==> config.mk <==
export PLATFORM = sky130hd
export DESIGN_NAME = uart_tx_seq
export DESIGN_NICKNAME = d
export VERILOG_FILES = /design/src/rtl/uart_tx_pkg.sv /design/src/rtl/uart_tx_hold.sv /design/src/rtl/uart_tx_sel.sv /design/src/rtl/uart_tx_shift.sv /design/src/rtl/uart_tx_seq.sv
export SDC_FILE = /design/constraint.sdc
export NUM_CORES = 1
export LEC_CHECK = 0
export BUFFER_PORTS_ARGS = -buffer_cell sky130_fd_sc_hd__buf_4
export CORE_MARGIN = 2
export CORE_UTILIZATION = 35
export CTS_CLUSTER_DIAMETER = 40
export CTS_CLUSTER_SIZE = 8
export DETAILED_ROUTE_END_ITERATION = 7
export PLACE_DENSITY = 0.6
export REMOVE_ABC_BUFFERS = 1
export SLEW_MARGIN = 10
export SYNTH_ARGS = -nofsm -noshare
export SYNTH_HDL_FRONTEND = slang
export SYNTH_SLANG_ARGS = --single-unit
==> constraint.sdc <==
create_clock -name clk -period 2.4 [get_ports clk]
set_clock_uncertainty 0.1 [all_clocks]
set_input_delay 0.48 -clock clk [delete_from_list [all_inputs] [get_ports clk]]
set_output_delay 0.48 -clock clk [all_outputs]
set_load 0.02 [all_outputs]
==> src/rtl/uart_tx_pkg.sv <==
package uart_tx_pkg;
  typedef enum logic [1:0] {
    FK_DATA  = 2'd0,
    FK_BREAK = 2'd1,
    FK_IDLE  = 2'd2,
    FK_MARK  = 2'd3
  } frame_kind_e;
endpackage

==> src/rtl/uart_tx_hold.sv <==
module uart_tx_hold #(
  parameter int WORD_W = 9
) (
  input  logic              clk,
  input  logic              rst_n,
  input  logic              s_valid,
  input  logic [WORD_W-1:0] s_data,
  input  logic              take,
  input  logic              flush,
  output logic              full,
  output logic [WORD_W-1:0] word
);
  always_ff @(posedge clk) begin
    if (!rst_n) begin
      full <= 1'b0;
      word <= '0;
    end else if (full && (take || flush)) begin
      full <= 1'b0;
    end else if (s_valid && !full) begin
      full <= 1'b1;
      word <= s_data;
    end
  end
endmodule

==> src/rtl/uart_tx_sel.sv <==
module uart_tx_sel
  import uart_tx_pkg::*;
(
  input  logic        clk,
  input  logic        rst_n,
  input  logic        tx_en,
  input  logic        send_brk,
  input  logic        hold_full,
  input  logic        frame_end,
  input  logic        stop_start,
  output logic        load,
  output frame_kind_e kind,
  output logic        take,
  output logic        flush,
  output logic        idle_pend,
  output logic        mark_pend
);
  logic en_q;
  logic en_rise;

  assign en_rise = tx_en && !en_q;

  always_comb begin
    if (idle_pend)      kind = FK_IDLE;
    else if (send_brk)  kind = FK_BREAK;
    else if (mark_pend) kind = FK_MARK;
    else                kind = FK_DATA;
  end

  assign load  = frame_end && tx_en && (idle_pend || send_brk || mark_pend || hold_full);
  assign take  = load && (kind == FK_DATA);
  assign flush = stop_start && !tx_en;

  always_ff @(posedge clk) begin
    if (!rst_n) begin
      en_q      <= 1'b0;
      idle_pend <= 1'b0;
      mark_pend <= 1'b0;
    end else begin
      en_q <= tx_en;
      if (load && kind == FK_IDLE) idle_pend <= 1'b0;
      else if (en_rise)            idle_pend <= 1'b1;
      if (load) mark_pend <= (kind == FK_BREAK);
    end
  end
endmodule

==> src/rtl/uart_tx_shift.sv <==
module uart_tx_shift
  import uart_tx_pkg::*;
#(
  parameter int DATA_BITS = 8
) (
  input  logic                 clk,
  input  logic                 rst_n,
  input  logic                 tick,
  input  logic                 load,
  input  frame_kind_e          kind,
  input  logic [DATA_BITS:0]   word,
  input  logic                 char9,
  output logic                 txd,
  output logic                 busy,
  output logic                 frame_end,
  output logic                 stop_start,
  output frame_kind_e          cur_kind
);
  localparam int FRAME_W = DATA_BITS + 3;
  localparam int CNT_W   = $clog2(FRAME_W + 1);

  logic [FRAME_W-1:0] shreg;
  logic [CNT_W-1:0]   cnt;
  logic [FRAME_W-1:0] data_pat;
  logic [FRAME_W-1:0] next_pat;
  logic [CNT_W-1:0]   char_len;
  logic [CNT_W-1:0]   next_len;

  always_comb begin
    data_pat    = '1;
    data_pat[0] = 1'b0;
    for (int i = 0; i < DATA_BITS; i++) data_pat[i+1] = word[i];
    if (char9) data_pat[DATA_BITS+1] = word[DATA_BITS];
  end

  assign char_len = char9 ? CNT_W'(FRAME_W) : CNT_W'(FRAME_W - 1);

  always_comb begin
    unique case (kind)
      FK_DATA:  begin next_pat = data_pat; next_len = char_len;   end
      FK_BREAK: begin next_pat = '0;       next_len = char_len;   end
      FK_IDLE:  begin next_pat = '1;       next_len = char_len;   end
      default:  begin next_pat = '1;       next_len = CNT_W'(1);  end
    endcase
  end

  assign frame_end  = tick && (!busy || cnt == CNT_W'(1));
  assign stop_start = tick && busy && (cur_kind == FK_DATA) && (cnt == CNT_W'(2));
  assign txd        = !busy || shreg[0];

  always_ff @(posedge clk) begin
    if (!rst_n) begin
      busy     <= 1'b0;
      shreg    <= '1;
      cnt      <= '0;
      cur_kind <= FK_IDLE;
    end else if (frame_end) begin
      if (load) begin
        busy     <= 1'b1;
        shreg    <= next_pat;
        cnt      <= next_len;
        cur_kind <= kind;
      end else begin
        busy <= 1'b0;
      end
    end else if (tick && busy) begin
      shreg <= {1'b1, shreg[FRAME_W-1:1]};
      cnt   <= cnt - CNT_W'(1);
    end
  end
endmodule

==> src/rtl/uart_tx_seq.sv <==
module uart_tx_seq
  import uart_tx_pkg::*;
#(
  parameter int DATA_BITS = 8
) (
  input  logic                 clk,
  input  logic                 rst_n,
  input  logic                 baud_tick,
  input  logic                 tx_en,
  input  logic                 send_brk,
  input  logic                 char9,
  input  logic                 s_valid,
  output logic                 s_ready,
  input  logic [DATA_BITS:0]   s_data,
  output logic                 txd,
  output logic                 tx_empty,
  output logic                 tx_done
);
  localparam int WORD_W = DATA_BITS + 1;

  logic              hold_full;
  logic [WORD_W-1:0] hold_word;
  logic              take;
  logic              flush;
  logic              load;
  frame_kind_e       kind;
  logic              idle_pend;
  logic              mark_pend;
  logic              sh_busy;
  logic              frame_end;
  logic              stop_start;
  frame_kind_e       sh_kind;

  uart_tx_hold #(.WORD_W(WORD_W)) u_hold (
    .clk(clk), .rst_n(rst_n), .s_valid(s_valid), .s_data(s_data),
    .take(take), .flush(flush), .full(hold_full), .word(hold_word)
  );

  uart_tx_sel u_sel (
    .clk(clk), .rst_n(rst_n), .tx_en(tx_en), .send_brk(send_brk),
    .hold_full(hold_full), .frame_end(frame_end), .stop_start(stop_start),
    .load(load), .kind(kind), .take(take), .flush(flush),
    .idle_pend(idle_pend), .mark_pend(mark_pend)
  );

  uart_tx_shift #(.DATA_BITS(DATA_BITS)) u_shift (
    .clk(clk), .rst_n(rst_n), .tick(baud_tick), .load(load), .kind(kind),
    .word(hold_word), .char9(char9), .txd(txd), .busy(sh_busy),
    .frame_end(frame_end), .stop_start(stop_start), .cur_kind(sh_kind)
  );

  assign s_ready  = !hold_full;
  assign tx_empty = !hold_full;
  assign tx_done  = !sh_busy && !hold_full && !idle_pend && !mark_pend;
endmodule

# Yosys cells after proc, flatten, opt, wreduce, memory -nomap -nowiden
# Cells that the tools add are included.
[totals]
input_bits = 16
word_cells = 67
regBits = 31
[classes]
addsub = 1
n_bitwise = 2
eq_ne = 5
mux = 14
reduce_logical = 36
[ops]
columns = ["cell", "n"]
rows = [
  ["$mux 11", 3],
  ["$pmux 11 s2", 1],
  ["$mux 4", 4],
  ["$logic_and 1x1->1", 15],
  ["$logic_not 1->1", 6],
  ["$logic_or 1x1->1", 6],
  ["$mux 2", 3],
  ["$reduce_and 2->1", 3],
  ["$eq 4x1->1 const B", 1],
  ["$eq 4x2->1 const B", 1],
  ["$logic_not 2->1", 2],
  ["$reduce_or 2->1", 2],
  ["$sub 4x1->4 const B", 1],
  ["$mux 1", 3],
  ["$reduce_or 3->1", 1],
  ["$eq 2x1->1 const B", 1],
  ["$eq 2x2->1 const B", 1],
  ["$ne 2x2->1 const B", 1],
  ["$not 1->1", 2],
  ["$reduce_bool 2->1", 1],
]

# Depth between registers and ports, before layout
[depth]
ltp_word = 10
mapped_depth = 7

# Modules after synthesis
# Synthesis repeated with hierarchy kept, for this count alone.
[unflattened]
hier_cells = 184
area_unflattened_um2 = 1642.8
[by_module_without_submodules]
columns = ["module", "area_each_um2", "cells_each", "n_inst"]
rows = [
  ["uart_tx_shift", 1023.5, 119, 1],
  ["uart_tx_hold", 429.2, 43, 1],
  ["uart_tx_sel", 166.4, 19, 1],
  ["uart_tx_seq", 23.8, 3, 1],
]

# Least setup slack after synthesis
# No wires, ideal clock.
[synth_timing]
kind = "register to output"
startpoint = "reg u_sel.idle_pend"
endpoint = "out tx_done"
stages_incl_launch_ff = 3
arrival_time_ns = 1.146
path_slack_ns = 0.674
required_ns = 1.820
cell_sequence = "dfxtp_1 -> buf_2 -> nor4_1"
[synth_between]
elab_chain_len = 3
[synth_lines]
columns = ["element", "line_no", "text"]
rows = [
  ["from (decl)", "uart_tx_sel.sv:15", "output logic idle_pend,"],
  ["from (signal assigned)", "uart_tx_sel.sv:37", "idle_pend <= 1'b0;"],
  ["from (signal assigned)", "uart_tx_sel.sv:41", "if (load && kind == FK_IDLE) idle_pend <= 1'b0;"],
  ["from (signal assigned)", "uart_tx_sel.sv:42", "else if (en_rise) idle_pend <= 1'b1;"],
  ["$logic_not 1->1", "uart_tx_seq.sv:54", "assign tx_done = !sh_busy && !hold_full && !idle_pend && !mark_pend;"],
  ["$logic_and 1x1->1 (2 in series)", "uart_tx_seq.sv:54", ""],
  ["to (decl)", "uart_tx_seq.sv:17", "output logic tx_done"],
]
# Every way passes these cells.

# Worst setup path in the final report
[layout_timing]
startpoint = "reg u_sel.idle_pend"
endpoint = "reg u_shift.cnt[1]"
[layout_between]
elab_chain_len = 6
word_cells_on_any_way = 14
[layout_lines]
columns = ["element", "line_no", "text"]
rows = [
  ["$mux 2 / $logic_or 1x1->1 (equally long branches)", "uart_tx_sel.sv:24, uart_tx_sel.sv:30", ""],
  ["$eq 2x1->1 (tied with other cells)", "uart_tx_shift.sv:39", "unique case (kind)"],
  ["$reduce_or 3->1 (no line) / $logic_or 1x1->1 (equally long branches)", "n/a", ""],
  ["$mux 4 / $logic_and 1x1->1 (equally long branches)", "uart_tx_shift.sv:39, uart_tx_sel.sv:30", ""],
  ["$mux 4 / $ne 2x2->1 (equally long branches)", "n/a", ""],
  ["$mux 4 / $reduce_and 2->1 (equally long branches)", "n/a", ""],
  ["to (signal assigned)", "uart_tx_shift.sv:61", "cnt <= next_len;"],
  ["to (signal assigned)", "uart_tx_shift.sv:68", "cnt <= cnt - CNT_W'(1);"],
  ["to (decl)", "uart_tx_shift.sv:23", "logic [CNT_W-1:0] cnt;"],
]
# Several ways; a longest one is shown, not always the timed one. The select of a mux whose other input is x is not followed.
# A chain may end at the register's enable or synchronous reset.

==> summary.md <==
| Metric | Value |
|---|---|
| Maximum vdd drop | `a little over 0.4 mV` |
| Slowest cell on crit path | `nor4_1` |
| CP arrival | `between 1.5 and 2 ns` |
| Post-synthesis adder-cell area fraction | `around 2.5%` |
| Place WS | `about 0.3 ns` |
| Largest net degree at the start of global routing | `33` |
| Die span in y | `about 69 um` |
| Seq cells post-synth | `31` |
| RSZ-0062 raised after global routing | `false` |
| Vias | `about 1300` |
| Crit path required time | `2.44 ns` |
| Post-Synth XOR/XNOR Area | `0.588%` |
| Post-synthesis simple-gate area fraction | `a little over a fifth` |
| First-pass GRT wire length | `around 5.5 mm` |
| Least-Margin Pin Slew | `0.752 ns` |
| Layout cell share with drive strength beyond 1 | `~16%` |
| Setup Viol. Count Final | `0` |
| Syn Std Cell Area | `between 1000 and 1500 um2` |
| 1st-pass router iterations | `4` |
| Clock transition at the registers of the reported paths | `around 0.07 ns` |
| Maximum clock path buffer count | `2` |
| CTS buffer count | `5` |
| Slowest stage delay, CP | `between 0.6 and 0.7 ns` |
| Power density cells | `between 700 and 800 nW/um2` |
| GPL Wtd Cong | `about 0.9` |
| Post-DRT Antenna Nets | `0` |
| Minimum clock period | `about 1.9 ns` |
| Root Buffer | `clkbuf_8` |
| All-Layer GR Usage | `between 10% and 20%` |
| Worst Path Max Fanout | `14` |
| Final Slew Violations | `0` |
| Main combinational cell family by area after synthesis | `compound AO/OA/AOI/OAI gates` |
| Final hold vios | `0` |
| Seq/Total Area, Yosys | `41.7%` |
| F_max | `~520 MHz` |
| Setup bufs post-CTS | `0` |
| Detailed Route Iter0 Violations | `100` |
| Core Area | `~4100 um2` |
| Initial antenna violation count | `0` |
| Port Buffer Count | `19` |
| FILL cells | `400` |
| Setup CP Type | `reg2reg` |
| Slew headroom | `49.8%` |
| Die area | `approximately 4800 um2` |
| Initial Util | `between 30% and 40%` |
| Remaining DRCs | `0` |
| Final Net Count | `208` |
| CTS H-tree depth | `2` |
| Vias per std cell | `between 5 and 6` |
| Yosys warning count | `0` |
| GR Overflow Total | `0` |
| Register-to-register setup slack | `about 0.47 ns` |
| TNS Setup | `0 ns` |
| CTS tree | `done` |
| Worst min path class | `reg2reg` |
| EDFF count, synth | `0` |
| Clk sink count | `31` |
| Crit-path cells | `nor4_1, o22ai_2, o21ai_0, a21oi_1` |
| IO Pins | `20` |
| Synth Area in Compound Gates | `28.9%` |
| Result of the run | `completed` |
| Clk_lat worst skew | `0.27 ns` |
| Layout area overhead | `17.2%` |
| Avg Cell Area, Syn | `between 8 and 9 um2` |
| Ys flop type | `dfxtp_1` |
| Final core occ | `a little over two fifths` |
| Critical path endpoint category | `register` |
| Post-DP HPWL | `between 2 and 2.5 mm` |
| Post-synthesis cell count | `between 150 and 200` |
| Crit share post-route | `80.6%` |
| Hold_buf cts | `0` |
| Synth async-reset ratio | `0%` |
| Routed wire length | `between 3 and 4 mm` |
| Leak | `~0.00068 uW` |
| Post-synthesis mux area share | `0.672%` |
| Vias in the first global route | `about 1200` |
| WL/cell | `13.7 um` |
| Chip width | `~70 um` |
| Maxcap violations | `0` |
| Final worst slack | `~0.47 ns` |
| Number of core rows | `23` |
| Unique masters post-synth | `38` |
| Antenna Cells | `0` |
| Startpoint Class | `register` |
## Yosys cell counts, drive strengths merged (4+ instances only)
library cell	number	area, um2
clkbuf	6	22.5
o211ai	9	67.6
buf	6	32.5
a21boi	10	75.1
nand2b	4	25.0
nor2	4	15.0
nand2	35	131
nand3	4	20.0
dfxtp	31	621
o21ai	15	75.1
a211oi	8	60.1
## routing by layer
metal / up-vias / wire length [um] / GRT usage [%]
met5: - / 0 / 0
met4: 0 / 66 / 7.41
met3: 7 / 138 / 3.20
met2: 41 / 1590 / 22.2
met1: 596 / 1500 / 18.1
li1: 662 / - / -
## per-stage QoR
step                      std cells  total power, uW  cell area [um2]  hold WS, ns
after floorplan                 163              734             1430        0.331
after global placement          232              809             1640        0.346
after detailed placement        232              815             1640        0.350
after CTS                       240             1260             1740        0.358
after global routing            240             1320             1750        0.363
final                           240             1250             1750        0.355
## cells in the final DEF (no fill, tap or decap), drive strengths merged, types with 4 or more instances in the layout
cell type,n
a211oi,8
a21boi,10
buf,19
clkbuf,8
dfxtp,31
nand2,35
nand2b,4
nand3,4
nor2,4
o211ai,9
o21ai,15
## worst max-delay path: cells and delay by family (launching register included)
family | cells | cell delay (ns)
AND/OR/NAND/NOR | 1 | 0.64
AO/OA/AOI/OAI | 3 | 0.65
flip-flops | 1 | 0.40
## path summary, 6_finish.rpt
| path | start | to | cells after the start |
|---|---|---|---|
| setup reg to reg | u_sel.idle_pend$_SDFFE_PP0P_ | u_shift.cnt[1]$_SDFFE_PN0P_ | 4 |
| setup / recovery | u_sel.idle_pend$_SDFFE_PP0P_ | u_shift.cnt[1]$_SDFFE_PN0P_ | 4 |
| hold / removal | u_shift.cur_kind[0]$_SDFFE_PN0P_ | u_shift.cur_kind[0]$_SDFFE_PN0P_ | 2 |
| hold reg to reg | u_shift.cur_kind[0]$_SDFFE_PN0P_ | u_shift.cur_kind[0]$_SDFFE_PN0P_ | 2 |
## state kept, by name, indices dropped and copies added, names as in the netlist
register,count
u_shift.shreg,11
u_hold.word,9
u_shift.cnt,4
u_shift.cur_kind,2
u_hold.full,1
u_sel.en_q,1
u_sel.idle_pend,1
u_sel.mark_pend,1
u_shift.busy,1
## timing repair
item / 4_1_cts / 5_1_grt
gates resized for setup: 0 / 1
hold endpoints to repair: 0 / 0
endpoints found under the setup margin: 0 / 1
## layout make-up
type | instances | area [um2] | share of cell area, %
multi-input combinational | 128 | 805 | 46.1
sequential | 31 | 621 | 35.6
timing repair buffer | 19 | 143 | 8.17
clock buffer | 8 | 100 | 5.73
tap | 50 | 62.6 | 3.58
inverter | 4 | 15.0 | 0.860
## where the power goes
group | internal [uW] | total [uW] | switching (uW)
logic | 93.1 | 217 | 124
clock network | 262 | 445 | 183
registers | 556 | 589 | 32.5
## cell families (layout without fill, tap and decap cells)
group,after synthesis,count (layout)
simple gates,63,63
compound gates,60,60
flops,31,31
buf+inv,16,31
fa+ha+maj,3,3
xor+xnor,1,1
mux,1,1
Note: power is estimated with default switching activity, not from simulation.
